==> src/rtl/stc_pkg.sv <==
package stc_pkg;

   localparam int STC_WORD_W = 16;

   typedef enum logic [1:0] {
      WSEL_YPOS = 2'd0,
      WSEL_LINK = 2'd1,
      WSEL_XPOS = 2'd2,
      WSEL_ATTR = 2'd3
   } stc_wsel_e;

   typedef struct packed {
      logic [STC_WORD_W-1:0] ypos;
      logic [STC_WORD_W-1:0] link;
   } stc_entry_t;

endpackage

==> src/rtl/stc_snoop_decode.sv <==
module stc_snoop_decode
   import stc_pkg::*;
#(
   parameter int ADDR_W      = 16,
   parameter int IDX_W       = 7,
   parameter int N_WIDE      = 80,
   parameter int N_NARROW    = 64,
   parameter int ENTRY_BYTES = 8
) (
   input  logic              wide_mode,
   input  logic [ADDR_W-1:0] tbl_base,
   input  logic              wr_en,
   input  logic [ADDR_W-1:0] wr_addr,
   output logic              cap_hit,
   output logic [IDX_W-1:0]  cap_entry,
   output stc_wsel_e         cap_word
);

   localparam logic [ADDR_W-1:0] LIM_WIDE   = ADDR_W'(N_WIDE * ENTRY_BYTES);
   localparam logic [ADDR_W-1:0] LIM_NARROW = ADDR_W'(N_NARROW * ENTRY_BYTES);

   if (ENTRY_BYTES != 8) begin : g_bad_entry
      $error("stc_snoop_decode: ENTRY_BYTES must be 8");
   end
   if (ADDR_W < IDX_W + 3) begin : g_bad_addr
      $error("stc_snoop_decode: ADDR_W too narrow for IDX_W");
   end

   logic [ADDR_W-1:0] offset;
   logic [ADDR_W-1:0] limit;
   logic              in_window;
   logic              cached_word;

   always_comb begin
      offset      = wr_addr - tbl_base;
      limit       = wide_mode ? LIM_WIDE : LIM_NARROW;
      in_window   = offset < limit;
      cap_word    = stc_wsel_e'(offset[2:1]);
      cap_entry   = offset[IDX_W+2:3];
      cached_word = (cap_word == WSEL_YPOS) || (cap_word == WSEL_LINK);
      cap_hit     = wr_en && in_window && cached_word;
   end

endmodule

==> src/rtl/stc_entry_store.sv <==
module stc_entry_store
   import stc_pkg::*;
#(
   parameter int N_ENT = 80,
   parameter int IDX_W = 7
) (
   input  logic                    clk,
   input  logic                    rst_n,
   input  logic                    cap_hit,
   input  logic [IDX_W-1:0]        cap_entry,
   input  stc_wsel_e               cap_word,
   input  logic [STC_WORD_W-1:0]   wr_data,
   output stc_entry_t [N_ENT-1:0]  table_q
);

   if (N_ENT > (1 << IDX_W)) begin : g_bad_depth
      $error("stc_entry_store: IDX_W cannot address N_ENT entries");
   end

   for (genvar g = 0; g < N_ENT; g++) begin : g_ent
      logic sel;
      assign sel = cap_hit && (cap_entry == IDX_W'(g));

      always_ff @(posedge clk or negedge rst_n) begin
         if (!rst_n) begin
            table_q[g] <= '0;
         end else if (sel) begin
            if (cap_word == WSEL_YPOS) table_q[g].ypos <= wr_data;
            else                       table_q[g].link <= wr_data;
         end
      end
   end

endmodule

==> src/rtl/stc_read_port.sv <==
module stc_read_port
   import stc_pkg::*;
#(
   parameter int N_ENT   = 80,
   parameter int IDX_W   = 7,
   parameter bit FORWARD = 1'b1
) (
   input  logic                    clk,
   input  logic                    rst_n,
   input  logic [IDX_W-1:0]        rd_idx,
   input  stc_entry_t [N_ENT-1:0]  table_q,
   input  logic                    cap_hit,
   input  logic [IDX_W-1:0]        cap_entry,
   input  stc_wsel_e               cap_word,
   input  logic [STC_WORD_W-1:0]   wr_data,
   output stc_entry_t              rd_q
);

   localparam logic [IDX_W-1:0] IDX_LIM = IDX_W'(N_ENT);

   logic       idx_ok;
   stc_entry_t raw;
   stc_entry_t nxt;

   always_comb begin
      idx_ok = rd_idx < IDX_LIM;
      raw    = '0;
      for (int i = 0; i < N_ENT; i++) begin
         if (rd_idx == IDX_W'(i)) raw = table_q[i];
      end
   end

   if (FORWARD) begin : g_fwd
      always_comb begin
         nxt = raw;
         if (cap_hit && idx_ok && (cap_entry == rd_idx)) begin
            if (cap_word == WSEL_YPOS) nxt.ypos = wr_data;
            else                       nxt.link = wr_data;
         end
      end
   end else begin : g_nofwd
      always_comb nxt = raw;
   end

   always_ff @(posedge clk or negedge rst_n) begin
      if (!rst_n)      rd_q <= '0;
      else if (idx_ok) rd_q <= nxt;
      else             rd_q <= '0;
   end

endmodule

==> src/rtl/sprite_attr_cache.sv <==
module sprite_attr_cache
   import stc_pkg::*;
#(
   parameter int ADDR_W      = 16,
   parameter int N_WIDE      = 80,
   parameter int N_NARROW    = 64,
   parameter int ENTRY_BYTES = 8,
   parameter bit FORWARD     = 1'b1,
   localparam int IDX_W      = $clog2(N_WIDE)
) (
   input  logic                  clk,
   input  logic                  rst_n,
   input  logic                  wide_mode,
   input  logic [ADDR_W-1:0]     tbl_base,
   input  logic                  wr_en,
   input  logic [ADDR_W-1:0]     wr_addr,
   input  logic [STC_WORD_W-1:0] wr_data,
   input  logic [IDX_W-1:0]      rd_idx,
   output logic [STC_WORD_W-1:0] rd_ypos,
   output logic [STC_WORD_W-1:0] rd_link
);

   if (N_NARROW > N_WIDE) begin : g_bad_modes
      $error("sprite_attr_cache: narrow window exceeds wide window");
   end

   logic                   cap_hit;
   logic [IDX_W-1:0]       cap_entry;
   stc_wsel_e              cap_word;
   stc_entry_t [N_WIDE-1:0] table_q;
   stc_entry_t             rd_q;

   stc_snoop_decode #(
      .ADDR_W(ADDR_W), .IDX_W(IDX_W), .N_WIDE(N_WIDE),
      .N_NARROW(N_NARROW), .ENTRY_BYTES(ENTRY_BYTES)
   ) u_dec (
      .wide_mode(wide_mode), .tbl_base(tbl_base), .wr_en(wr_en),
      .wr_addr(wr_addr), .cap_hit(cap_hit), .cap_entry(cap_entry),
      .cap_word(cap_word)
   );

   stc_entry_store #(.N_ENT(N_WIDE), .IDX_W(IDX_W)) u_store (
      .clk(clk), .rst_n(rst_n), .cap_hit(cap_hit), .cap_entry(cap_entry),
      .cap_word(cap_word), .wr_data(wr_data), .table_q(table_q)
   );

   stc_read_port #(.N_ENT(N_WIDE), .IDX_W(IDX_W), .FORWARD(FORWARD)) u_rd (
      .clk(clk), .rst_n(rst_n), .rd_idx(rd_idx), .table_q(table_q),
      .cap_hit(cap_hit), .cap_entry(cap_entry), .cap_word(cap_word),
      .wr_data(wr_data), .rd_q(rd_q)
   );

   assign rd_ypos = rd_q.ypos;
   assign rd_link = rd_q.link;

endmodule

==> config.mk <==
export PLATFORM = sky130hd
export DESIGN_NAME = sprite_attr_cache
export DESIGN_NICKNAME = d
export VERILOG_FILES = /design/src/rtl/stc_pkg.sv /design/src/rtl/stc_snoop_decode.sv /design/src/rtl/stc_entry_store.sv /design/src/rtl/stc_read_port.sv /design/src/rtl/sprite_attr_cache.sv
export SDC_FILE = /design/constraint.sdc
export NUM_CORES = 2
export LEC_CHECK = 0
export BUFFER_PORTS_ARGS = -buffer_cell sky130_fd_sc_hd__buf_2
export CAP_MARGIN = 10
export CORE_ASPECT_RATIO = 0.7
export CORE_MARGIN = 4
export CORE_UTILIZATION = 31
export CTS_CLUSTER_DIAMETER = 40
export CTS_CLUSTER_SIZE = 40
export DETAILED_ROUTE_END_ITERATION = 6
export SETUP_SLACK_MARGIN = 0.4
export SYNTH_ARGS = -nofsm -noshare
export SYNTH_HDL_FRONTEND = slang
export SYNTH_SLANG_ARGS = --single-unit
==> constraint.sdc <==
create_clock -name clk -period 6.4 [get_ports clk]
set_input_delay 0.32 -clock clk [delete_from_list [all_inputs] [get_ports clk]]
set_output_delay 0.32 -clock clk [all_outputs]
set_load 0.02 [all_outputs]
==> summary.md <==
| Metric | Value |
|---|---|
| Residual DRC | `48` |
| CTS tree | `yes` |
| Number of synthesized flops with an enable pin | `0` |
| Tcrit/Tclk final | `0.798` |
| Crit Path Max Fanout | `61` |
| Hold crit path type | `input port to register` |
| Clock Path Buffers | `4` |
| Io pins | `91` |
| Achievable frequency | `just under 0.2 GHz` |
| Ys async rst share | `1.00` |
| Slew HR | `0.00795` |
| Core area | `between 300000 and 400000 sq um` |
| Most frequent cells in the layout | `2592 x dfrtp_1, 2572 x mux2_2, 551 x buf_4` |
| MaxCap Viol Count | `1` |
| Critical Path AT | `5910 ps` |
| Max incr delay on CP | `a little over 900 ps` |
| Cells along the critical path | `buf_8 -> buf_4 -> buf_4 -> nand3b_1 -> a21oi_1 -> a211oi_1 -> o31ai_1 -> buf_4 -> a32o_1 -> a211o_1 -> a311oi_1 -> buf_4 -> nor3_1 -> a21oi_1 -> buf_4` |
| RSZ-0062 raised after global routing | `no` |
| Synth warn | `0` |
| GPL Wtd Cong | `1.01` |
| Worst Skew | `between 50 and 60 ps` |
| Clock buffer count from CTS | `287` |
| Initial Utilization | `0.311` |
| DR WL/cell | `38.0 um` |
| PwrDens | `264 nW/um^2` |
| Status | `finished with violations` |
| Area after DPL | `around 130000 sq um` |
| Leading area contributor after synthesis | `dfrtp_1` |
| FF+latch count, synth | `around 2600` |
| CTS-repair resized insts | `0` |
| Register area share after synthesis | `0.545` |
| CP max-delay cell | `nand3b_1` |
| Drt via density | `6.33` |
| Layout cell share with drive strength beyond 1 | `0.416` |
| Critical setup path kind | `input port to register` |
| Clk_lat worst skew | `910 ps` |
| GRT Overall Usage | `0.273` |
| CP Data Required Time | `a little over 7000 ps` |
| Initial DRC count | `15679` |
| Final instance area | `138000 sq um` |
| Die area | `394000 sq um` |
| Final Hold Violating Endpoints | `0` |
| Mapped Avg Cell Area | `12.8 sq um` |
| Vias in the first global route | `90619` |
| Grt ovf | `0` |
| Layout Nets | `9498` |
| Synth Instances | `9321` |
| VDD IR-drop max | `0.000243 V` |
| Routed Antenna Nets | `0` |
| Drt total wl | `561 mm` |
| CP most frequent cell | `buf_4` |
| Pre-Repair DR Iteration Count | `7` |
| Die Y | `between 500 and 600 um` |
| Leak pwr | `66.3 nW` |
| P&R area growth vs syn | `15.9%` |
| DP Wirelength | `around 380 mm` |
| Largest cells by area after synthesis | `dfrtp_1 54%, mux2_2 24%, a22oi_1 2.7%` |
| Yosys top cell area share | `0.545` |
| CTS root buf | `clkbuf_16` |
| Post-layout minimum cycle time | `5100 ps` |
| Violated checks | `design-rule violations, max-capacitance violations` |
| Die Wd | `749 um` |
| Port Buf Inserts | `90` |
| # clock sinks | `2592` |
| H-tree depth | `5` |
| CP Launch Type | `input port` |
| Post-Syn Area | `119000 sq um` |
| Top_reg_cell synth | `dfrtp_1` |
| Final Max Slew Viols | `0` |
| # setup viols final | `0` |
| Via count | `93621` |
| Global-route wire length before repair | `759 mm` |
| Synth unique cells | `95` |
| Worst Tran Pin Value | `1480 ps` |
| Most common cell after layout, fill and taps aside | `dfrtp_1` |
| Layout fillers | `36878` |
| Initial antenna violation count | `69` |
| Reg clk slew, reported paths | `80 ps` |
| Post-Syn Nets | `9395` |
| Pin count of the biggest net entering global routing | `195` |
| CP endpoint kind | `register` |
| Sum Neg Setup Slack | `0 ps` |
| Site row count | `190` |
==> cell type report <==
class	instances	area, sq um	share of cell area
Antenna cell	44	110	0.000797
Clock buffer	325	7630	0.0553
Clock inverter	188	2150	0.0156
Inverter	40	151	0.00110
Multi-Input combinational cell	5797	50900	0.368
Sequential cell	2592	64900	0.470
Tap cell	5088	6370	0.0461
Timing Repair Buffer	706	5920	0.0429
==> worst max-delay path, delay by kind of cell <==
family                 cells  cell delay (ps)
AND/OR/NAND/NOR            2             1860
AO/OA/AOI/OAI              7             1440
buffers and inverters      6             2100
==> cells in the mapped netlist (50+ instances only) <==
cell,n
a21oi_1,272
a221oi_1,159
mux2i_1,64
o21ai_0,313
clkbuf_1,626
a221o_1,50
a222oi_1,77
buf_1,89
and3_1,55
a22o_1,111
a31oi_1,66
nand2_1,333
buf_2,158
nand2_2,58
o22ai_1,60
nor2_1,261
a22oi_1,425
nor3_1,68
mux2_2,2572
nand3_1,119
o211ai_1,52
dfrtp_1,2592
==> repair_timing <==
action,in CTS,in global routing
hold buffers,9,0
buffers inserted,0,0
endpoints found under the hold margin,406,0
==> stage by stage <==
step	setup WS (ps)	cells	util	hold slack [ps]	total power (W)
6_report	1300	14780	0.361	34.1	0.0365
5_1_grt	1540	14740	0.360	21.8	0.0372
4_1_cts	1330	14727	0.360	16.1	0.0364
3_5_place_dp	393	14205	0.334	337	0.0191
3_3_place_gp	346	14203	0.334	319	0.0190
2_1_floorplan	2330	9321	-	24.4	0.0175
==> state kept, by name (all words and copies together) (netlist names) <==
| signal | count |
|---|---|
| u_store.table_q | 2560 |
| u_rd.rd_q | 32 |
==> metal layers <==
metal | up-vias | share of wire | track usage
met5 | - | 0.0015 | 0.00607
met4 | 54 | 0.045 | 0.104
met3 | 1415 | 0.17 | 0.160
met2 | 7317 | 0.38 | 0.352
met1 | 49611 | 0.40 | 0.369
li1 | 35224 | - | -
==> worst paths after layout <==
check | start | end | slack (ps) | cells past startpoint
worst max register to register | u_store.table_q[889] | u_rd.rd_q[25] | 2180 | 12
max in group asynchronous | rst_n | u_store.table_q[2164] | 3820 | 5
worst max-delay path | rd_idx[1] | u_rd.rd_q[29] | 1300 | 15
worst min-delay path | wr_data[4] | u_store.table_q[420] | 30 | 2
worst min register to register | u_store.table_q[2174] | u_store.table_q[2174] | 500 | 1
min in group asynchronous | rst_n | u_store.table_q[1669] | 470 | 3
==> cells by family (layout without fill, tap and decap cells) <==
kind of cell / count (synthesis) / after routing / synth area share
AO/OA/AOI/OAI: 1925 / 1925 / 0.116
XOR/XNOR: 17 / 17 / 0.00125
adder cells (fa/ha/maj): 15 / 15 / 0.00164
buffers and inverters: 932 / 1259 / 0.0317
flip-flops: 2592 / 2592 / 0.545
multiplexers: 2660 / 2660 / 0.252
other: 0 / 44 / 0
AND/OR/NAND/NOR: 1180 / 1180 / 0.0523
==> power breakdown <==
group / internal [W] / switching, W / total (W)
registers: 0.0164 / 0.0000163 / 0.0164
clock network: 0.00965 / 0.00794 / 0.0176
logic: 0.000427 / 0.00206 / 0.00248
total: 0.0265 / 0.0100 / 0.0365
Note: power is estimated with default switching activity, not from simulation.
